**src/rtl/sptrim_pkg.sv**
```systemverilog
// Shared types for the trimmed seconds prescaler.
// Assumes nothing beyond the trim code layout stated in the brief.
package sptrim_pkg;

    // Length choice for the second currently being counted
    typedef enum logic [1:0] {
        ADJ_NONE  = 2'd0,
        ADJ_SHORT = 2'd1,
        ADJ_LONG  = 2'd2
    } adj_e;

    // Trim code: direction in the top bit, weighted magnitude below
    typedef struct packed {
        logic       positive;
        logic [1:0] mag;
    } trim_t;

endpackage

```
**src/rtl/sptrim_decode.sv**
```systemverilog
// Trim decoder: turns the 3-bit code into a direction and the per-second
// accumulator increment NOMINAL_TICKS * magnitude_ppm.
// Assumes the increment for the largest magnitude fits in ACC_W bits.
module sptrim_decode
    import sptrim_pkg::*;
#(
    parameter int NOMINAL_TICKS = 32768,
    parameter int PPM_STEP      = 10,
    parameter int ACC_W         = 21
) (
    input  trim_t            code,
    output logic             positive,
    output logic [ACC_W-1:0] step_inc
);

    localparam logic [ACC_W-1:0] INC_LO = ACC_W'(NOMINAL_TICKS * PPM_STEP);
    localparam logic [ACC_W-1:0] INC_HI = ACC_W'(NOMINAL_TICKS * PPM_STEP * 2);

    // Sum the weighted magnitude bits into one increment
    always_comb begin
        step_inc = '0;
        if (code.mag[0]) step_inc = step_inc + INC_LO;
        if (code.mag[1]) step_inc = step_inc + INC_HI;
    end

    assign positive = code.positive;

endmodule

```
**src/rtl/sptrim_accum.sv**
```systemverilog
// Fractional correction accumulator. At each second boundary it adds the
// increment (after clearing on a direction change), wraps at PPM_DENOM and
// registers the length choice for the next second.
// Assumes step_inc < PPM_DENOM so that a single subtraction suffices.
module sptrim_accum
    import sptrim_pkg::*;
#(
    parameter int PPM_DENOM = 1000000,
    parameter int ACC_W     = 21
) (
    input  logic             clk,
    input  logic             rst_n,
    input  logic             boundary,
    input  logic             positive,
    input  logic [ACC_W-1:0] step_inc,
    output adj_e             adj
);

    localparam logic [ACC_W-1:0] DENOM_V = ACC_W'(PPM_DENOM);

    logic [ACC_W-1:0] acc_q;
    logic [ACC_W-1:0] acc_base;
    logic [ACC_W-1:0] acc_sum;
    logic [ACC_W-1:0] acc_d;
    logic             dir_q;
    logic             wrap;
    adj_e             adj_q;

    // Clear on a direction change, add, then wrap once at the denominator
    always_comb begin
        acc_base = (positive != dir_q) ? '0 : acc_q;
        acc_sum  = acc_base + step_inc;
        wrap     = (acc_sum >= DENOM_V);
        acc_d    = wrap ? (acc_sum - DENOM_V) : acc_sum;
    end

    // Update the accumulator and next-second length at each boundary
    always_ff @(posedge clk) begin
        if (!rst_n) begin
            acc_q <= '0;
            dir_q <= 1'b0;
            adj_q <= ADJ_NONE;
        end else if (boundary) begin
            acc_q <= acc_d;
            dir_q <= positive;
            if (!wrap)         adj_q <= ADJ_NONE;
            else if (positive) adj_q <= ADJ_SHORT;
            else               adj_q <= ADJ_LONG;
        end
    end

    assign adj = adj_q;

endmodule

```
**src/rtl/sptrim_divider.sv**
```systemverilog
// Seconds divider: counts oscillator enables up to a length that is the
// nominal value, or one less or one more as chosen by adj. It flags the
// boundary enable and registers the strobe and the corrected flag.
// Assumes NOMINAL_TICKS >= 3.
module sptrim_divider
    import sptrim_pkg::*;
#(
    parameter int NOMINAL_TICKS = 32768
) (
    input  logic clk,
    input  logic rst_n,
    input  logic osc_en,
    input  adj_e adj,
    output logic boundary,
    output logic sec_tick,
    output logic sec_corrected
);

    localparam int CNT_W = $clog2(NOMINAL_TICKS + 1);
    localparam logic [CNT_W-1:0] LAST_NOM   = CNT_W'(NOMINAL_TICKS - 1);
    localparam logic [CNT_W-1:0] LAST_SHORT = CNT_W'(NOMINAL_TICKS - 2);
    localparam logic [CNT_W-1:0] LAST_LONG  = CNT_W'(NOMINAL_TICKS);

    logic [CNT_W-1:0] cnt_q;
    logic [CNT_W-1:0] last_idx;
    logic             tick_q;
    logic             corr_q;

    // Select the final count index for the current second
    always_comb begin
        case (adj)
            ADJ_SHORT: last_idx = LAST_SHORT;
            ADJ_LONG:  last_idx = LAST_LONG;
            default:   last_idx = LAST_NOM;
        endcase
    end

    assign boundary = osc_en && (cnt_q == last_idx);

    // Advance the count on enables, register strobe and flag
    always_ff @(posedge clk) begin
        if (!rst_n) begin
            cnt_q  <= '0;
            tick_q <= 1'b0;
            corr_q <= 1'b0;
        end else begin
            tick_q <= boundary;
            corr_q <= boundary && (adj != ADJ_NONE);
            if (osc_en) cnt_q <= boundary ? '0 : cnt_q + 1'b1;
        end
    end

    assign sec_tick      = tick_q;
    assign sec_corrected = corr_q;

endmodule

```
**src/rtl/sec_prescaler_trim.sv**
```systemverilog
// Top of the trimmed seconds prescaler: decoder, accumulator, divider.
// Assumes osc_en is a one-cycle enable synchronous to clk and that
// NOMINAL_TICKS * 3 * PPM_STEP < PPM_DENOM.
module sec_prescaler_trim
    import sptrim_pkg::*;
#(
    parameter int NOMINAL_TICKS = 32768,
    parameter int PPM_DENOM     = 1000000,
    parameter int PPM_STEP      = 10
) (
    input  logic       clk,
    input  logic       rst_n,
    input  logic       osc_en,
    input  logic [2:0] trim_code,
    output logic       sec_tick,
    output logic       sec_corrected
);

    localparam int ACC_W = $clog2(2 * PPM_DENOM);

    trim_t            code;
    logic             positive;
    logic [ACC_W-1:0] step_inc;
    logic             boundary;
    adj_e             adj;

    assign code = trim_t'(trim_code);

    sptrim_decode #(
        .NOMINAL_TICKS(NOMINAL_TICKS),
        .PPM_STEP     (PPM_STEP),
        .ACC_W        (ACC_W)
    ) u_decode (
        .code    (code),
        .positive(positive),
        .step_inc(step_inc)
    );

    sptrim_accum #(
        .PPM_DENOM(PPM_DENOM),
        .ACC_W    (ACC_W)
    ) u_accum (
        .clk     (clk),
        .rst_n   (rst_n),
        .boundary(boundary),
        .positive(positive),
        .step_inc(step_inc),
        .adj     (adj)
    );

    sptrim_divider #(
        .NOMINAL_TICKS(NOMINAL_TICKS)
    ) u_div (
        .clk          (clk),
        .rst_n        (rst_n),
        .osc_en       (osc_en),
        .adj          (adj),
        .boundary     (boundary),
        .sec_tick     (sec_tick),
        .sec_corrected(sec_corrected)
    );

endmodule

```
**config.mk**
```make
export PLATFORM = sky130hd
export DESIGN_NAME = sec_prescaler_trim
export DESIGN_NICKNAME = d
export VERILOG_FILES = /design/src/rtl/sptrim_pkg.sv /design/src/rtl/sptrim_decode.sv /design/src/rtl/sptrim_accum.sv /design/src/rtl/sptrim_divider.sv /design/src/rtl/sec_prescaler_trim.sv
export SDC_FILE = /design/constraint.sdc
export NUM_CORES = 1
export LEC_CHECK = 0
export BUFFER_PORTS_ARGS = -buffer_cell sky130_fd_sc_hd__buf_2
export CAP_MARGIN = 20
export CORE_ASPECT_RATIO = 1.75
export CORE_UTILIZATION = 45
export CTS_CLUSTER_DIAMETER = 120
export CTS_CLUSTER_SIZE = 12
export DETAILED_ROUTE_END_ITERATION = 8
export GPL_TIMING_DRIVEN = 1
export HOLD_SLACK_MARGIN = 0.12
export PLACE_DENSITY_LB_ADDON = 0.12
export REMOVE_ABC_BUFFERS = 1
export SLEW_MARGIN = 20
export SYNTH_ARGS = -nofsm -noshare
export SYNTH_HDL_FRONTEND = slang
export SYNTH_HIERARCHICAL = 1
export SYNTH_SLANG_ARGS = --single-unit
```
**constraint.sdc**
```tcl
create_clock -name clk -period 4.4 [get_ports clk]
set_input_delay 0.88 -clock clk [delete_from_list [all_inputs] [get_ports clk]]
set_output_delay 0.88 -clock clk [all_outputs]
set_load 0.03 [all_outputs]
```
After elaboration in Yosys (flattened, before gate mapping)
Cells that the tools add are included.
- register bits after elaboration: 42
- input port bits: 6
- output and inout port bits: 2
- word-level logic and storage cells: 26
- add/subtract/negate cells: 4
- order comparisons: 1
- equal/unequal tests: 4
- muxes and demuxes: 8
- reductions and logical operators: 3
- operators with widths (operator ; count):
    two-way mux 21 bit ; 3
    case mux 16 bit (2 select lines) ; 1
    adder 19 x 20 -> 21 bit, second input constant ; 1
    adder 21 bit ; 1
    >= comparator 21 x 20 -> 1 bit, second input constant ; 1
    subtractor 21 x 20 -> 21 bit, second input constant ; 1
    two-way mux 19 bit ; 1
    adder 16 x 1 -> 16 bit, second input constant ; 1
    == test 16 bit ; 1
    two-way mux 16 bit ; 1
    two-way mux 2 bit ; 2
    == test 2 x 1 -> 1 bit, second input constant ; 1
    == test 2 bit, second input constant ; 1
    logical AND 1 bit ; 2
    nonzero test 2 bit ; 1
    inequality test 1 bit ; 1

Longest topological paths before layout
- depth after elaboration: 6
- gate-level depth with buffers: 21
- gate-level depth less buffers: 17

Cells and area by module
The synthesis kept the hierarchy.
- modules (own cells, without submodules) (module ; times used ; cells each ; area an instance (um2) ; seq. area each (um2)):
    sptrim_accum ; 1 ; 370 ; 2802.7 ; 480.5
    sptrim_divider ; 1 ; 100 ; 1003.5 ; 360.3
    sptrim_decode ; 1 ; 23 ; 168.9 ; 0.0

Least setup slack after synthesis
No wires, ideal clock.
- kind: input to register
- start point: input trim_code[2]
- end point: register u_accum.acc_q[7]
- setup time: 0.132 ns
- data arrival time: 4.064 ns
- data required time: 4.268 ns
- setup slack: 0.204 ns
- stages: 21
- path buffers: 5
- cell sequence: buf_4 > xnor2_1 > clkbuf_1 > and2_1 > ha_1 > buf_2 > nand2_1 > nand2_1 > o21ai_0 > a21oi_1 > inv_1 > ha_1 > nand3_1 > nor4_1 > a2111oi_0 > o2111ai_1 > a31oi_2 > buf_6 > buf_12 > mux2i_1 > a21oi_1
- longest elaborated chain between the ends: 5
- elaborated cells on any way between the ends: 6
- those cells by class: add/sub: 2; order compare: 1; eq/ne: 1; mux: 2
- ends and longest elaborated chain (what ; RTL line ; text):
    start: declaration ; sec_prescaler_trim.sv:14 ; input logic [2:0] trim_code,
    inequality test 1 bit * ; sptrim_accum.sv:31 ; acc_base = (positive != dir_q) ? '0 : acc_q;
    two-way mux 21 bit * ; sptrim_accum.sv:31 ;
    adder 21 bit * ; sptrim_accum.sv:32 ; acc_sum = acc_base + step_inc;
    subtractor 21 x 20 -> 21 bit / >= comparator 21 x 20 -> 1 bit (equally long branches) ; sptrim_accum.sv:34, sptrim_accum.sv:33 ;
    two-way mux 21 bit * ; sptrim_accum.sv:34 ; acc_d = wrap ? (acc_sum - DENOM_V) : acc_sum;
    end signal: assignment ; sptrim_accum.sv:40 ; acc_q <= '0;
    end signal: assignment ; sptrim_accum.sv:44 ; acc_q <= acc_d;
    end: declaration ; sptrim_accum.sv:21 ; logic [ACC_W-1:0] acc_q;
Every way passes the cells marked *; elsewhere a longest branch is shown, timed or not.
A chain may end at the register's enable or synchronous reset.

Worst setup path in the final report
- start point: input trim_code[2]
- end point: register u_accum.acc_q[16]
Same word-level chain as after synthesis.

==> results.py <==
metrics = {
    "status": {
        "outcome": "finished, final reports clean",
    },
    "clocking": {
        "cts.path.max_buffers": 2,
        "numClockSinks": 42,
        "root_buffer": "clkbuf_16",
        "cts_hold_buf": 0,
        "htree_levels": 2,
        "clk_pin_slew_ns": 0.06,
        "cts_tree": "done",
        "cts_setup_buffers": 0,
        "cts_made_buffers": 5,
        "clock_latency_ns": 0.28,
    },
    "final_layout": {
        "syn2layout_area_growth_pct": 8.81,
        "nets": 541,
        "finalInstanceArea_sq_um": 4330,
        "fillerInstances": 885,
        "antenna_cells": 0,
        "final_cell_mix": "42 x dfxtp_1, 41 x o21ai_0, 32 x nand2_1",
        "drive_above_1_share_pct": 18.4,
        "layout.cells.most_common": "dfxtp_1",
    },
    "yosys": {
        "synth_compound_area_share_pct": 24.7,
        "yosysTopAreaCell": "dfxtp_1",
        "synth.distinct_cells": 82,
        "synth_area_sq_um": 3980,
        "ys.flop_type": "dfxtp_1",
        "synthMuxAreaShare_pct": 1.79,
        "yosys_warnings": 6,
        "synth-async-reset-ratio_pct": 0,
        "syn_area_per_cell_sq_um": 8.06,
        "synth_edf_count": 0,
        "synth-xor-area-share_pct": 5.73,
        "yosys.area_share.simple_pct": 28.9,
        "synth_top_area_share_pct": 21.2,
        "synth_area_leaders": "dfxtp_1 21%, ha_1 7.9%, o21ai_0 5.2%",
        "synth_fa_ha_area_share_pct": 8.37,
        "yosysSeqAreaShare_pct": 21.2,
        "syn_inst": 493,
        "ys_ff_latch": 42,
        "synth_top_family_by_area": "simple AND/OR/NAND/NOR gates",
    },
    "route": {
        "wirelength_um": 10100,
        "antenna_left": 0,
        "dr.pass1.iters": 4,
        "drt-initial-drc-count": 153,
        "viasPerCell": 5.69,
        "wl_per_cell_um": 16.1,
        "vias": 3568,
        "drc": 0,
    },
    "worst_setup_path": {
        "ff2ff_path_depth": 17,
        "crit_end": "u_accum/acc_q[16]$_SDFFE_PN0P_",
        "reg2reg_to": "u_accum/acc_q[16]$_SDFFE_PN0P_",
        "arrival_ns": 4.35,
        "slowest_stage": "or4_2",
        "max_stage_delay_ns": 0.60,
        "cp_max_fo": 6,
        "critPathLaunchType": "input port",
        "crit_chain": "buf_2 -> xnor2_1 -> and2_1 -> ha_1 -> a211oi_2 -> nand2_1 -> o21ai_0 -> a21oi_1 -> inv_1 -> ha_1 -> nand3_1 -> nor4_4 -> a2111oi_2 -> o2111ai_1 -> a31oi_2 -> buf_4 -> or4_2 -> a31oi_1",
        "worst-setup-path-type": "in2reg",
        "reg2reg_from": "u_accum/dir_q$_SDFFE_PN0P_",
        "crit_required_ns": 4.60,
        "worstSetupStartpoint": "trim_code[2]",
        "rrSetupSlack_ns": 0.65,
        "path_common_cell": "ha_1",
        "endpoint_kind": "flip-flop",
    },
    "placement": {
        "hpwlAfterDp_um": 7990,
        "dp_worst_setup_slack_ns": -0.0841,
        "place.gp.congestion": 0.830,
        "port_buffers": 7,
        "dpl-instance-area_sq_um": 4140,
    },
    "floorplanning": {
        "row_count": 45,
        "die_x_um": 73.0,
        "coreArea_sq_um": 8610,
        "die_area_sq_um": 9230,
        "chipHeight_um": 126,
        "initial_core_util_pct": 46.1,
        "io_pins": 8,
    },
    "sta": {
        "fin_skew_ns": 0.00439,
        "hold_violations": 0,
        "drv_slew": 0,
        "setup_tns_ns": 0,
        "relSlewSlack_pct": 45.9,
        "worst_pin_slew_ns": 0.812,
        "fmax_mhz": 241,
        "rsz0062_at_grt": "false",
        "timing.final.crit_share_pct": 94.4,
        "setup_ws_ns": 0.247,
        "setup_violations": 0,
        "layout_min_cycle_time_ns": 4.15,
    },
    "grt": {
        "grt_max_degree": 30,
        "grt_first_pass_wirelength_um": 16600,
        "grt_usage_pct": 23.0,
        "grt_pass1_vias": 3466,
        "antenna_found_initial": 0,
        "overflow": 0,
    },
    "hold_path": {
        "hold_path.class": "reg2reg",
    },
    "job": {
        "maxCapViolations": 0,
    },
    "power": {
        "leakagePower_nw": 1.74,
        "power-per-cell-area_nw_per_um2": 216,
        "power_uw": 935,
        "irDropWorstVdd_mv": 0.132,
    },
}
[per-stage QoR]
stage / cells / hold WS (ns) / util [%]
floorplan: 465 / 0.445 / -
global placement: 619 / 0.466 / 48.0
detailed placement: 619 / 0.472 / 48.0
CTS: 627 / 0.481 / 49.9
global route: 627 / 0.503 / 50.2
finish: 627 / 0.479 / 50.2
[state kept, by name, indices dropped and copies added (netlist names)]
signal	count
u_accum/acc_q	21
u_accum/dir_q	1
u_div/sec_corrected	1
u_div/sec_tick	1
u_accum/adj	2
u_div/cnt_q	16
[routing by layer]
layer  vias up  global-route usage, %  routed length, um
li1       1812                      -                  -
met1      1687                   24.3               3860
met2        50                   45.4               5800
met3        19                   1.51                152
met4         0                   8.65                293
met5         -                      0                  0
[worst max-delay path: cells and delay by family]
family | cells | cell delay, ns
XOR/XNOR | 1 | 0.19
buffers and inverters | 3 | 0.38
AO/OA/AOI/OAI | 7 | 1.15
adder cells (fa/ha/maj) | 2 | 0.47
AND/OR/NAND/NOR | 5 | 1.31
[synthesized netlist by cell type, types with 4 or more instances]
cell type,number
or4_1,4
ha_1,25
buf_2,4
nor2_1,30
or3_1,9
o31ai_1,4
nand4_1,8
nor2b_1,8
inv_1,16
nor3_2,9
o21ai_0,41
mux2i_1,6
a21oi_1,16
nor4_1,4
a211oi_1,13
a31oi_1,11
xor2_1,16
and2_1,26
nand2_1,32
xnor2_1,10
nor3_1,12
buf_4,23
clkbuf_1,11
nand3_1,17
o21a_1,6
dfxtp_1,42
or3_2,5
[how the worst min path moves through the flow]
stage / end / slack [ns] / cells after the start / start
2_1_floorplan: u_accum/acc_q[6]$_SDFFE_PN0P_ / 0.44 / 2 / u_accum/acc_q[6]$_SDFFE_PN0P_
3_3_place_gp: u_accum/acc_q[0]$_SDFFE_PN0P_ / 0.47 / 2 / u_accum/acc_q[0]$_SDFFE_PN0P_
3_5_place_dp: u_accum/dir_q$_SDFFE_PN0P_ / 0.47 / 2 / u_accum/dir_q$_SDFFE_PN0P_
4_1_cts: u_accum/dir_q$_SDFFE_PN0P_ / 0.48 / 2 / u_accum/dir_q$_SDFFE_PN0P_
5_1_grt: u_accum/acc_q[13]$_SDFFE_PN0P_ / 0.50 / 2 / u_accum/acc_q[13]$_SDFFE_PN0P_
6_report: u_accum/dir_q$_SDFFE_PN0P_ / 0.48 / 2 / u_accum/dir_q$_SDFFE_PN0P_
[cell families (layout without fill, tap and decap cells)]
logic type                 count (synthesis)  in the layout
muxes                                      7              7
AOI/OAI and AO/OA                        138            138
adders and majority gates                 26             26
xor gates and xnor gates                  26             26
DFF                                       42             42
other                                      1             17
buffers and inverters                     60             61
and+or+nand+nor                          193            193
[final cells by class]
class                   count  area [sq um]  share of cell area [%]
multi-input cells         407          2860                    66.0
inverters                  16          60.1                    1.39
clock inverters             1          30.0                   0.694
flip-flops and latches     42           841                    19.4
clock buffers               7           133                    3.07
repair buffers             37           260                    6.02
well taps                 117           146                    3.38
[what timing repair did]
| item | in CTS | in global routing |
|---|---|---|
| hold endpoints to repair | 0 | 0 |
| endpoints found under the setup margin | 0 | 10 |
| gates resized for setup | 0 | 5 |
[power by group]
group	switching, mW	total, mW	internal, mW
sequential	0.00194	0.384	0.382
combinational	0.0811	0.136	0.0550
clock	0.146	0.415	0.268
total	0.229	0.935	0.705
(Power assumes the default switching activity.)
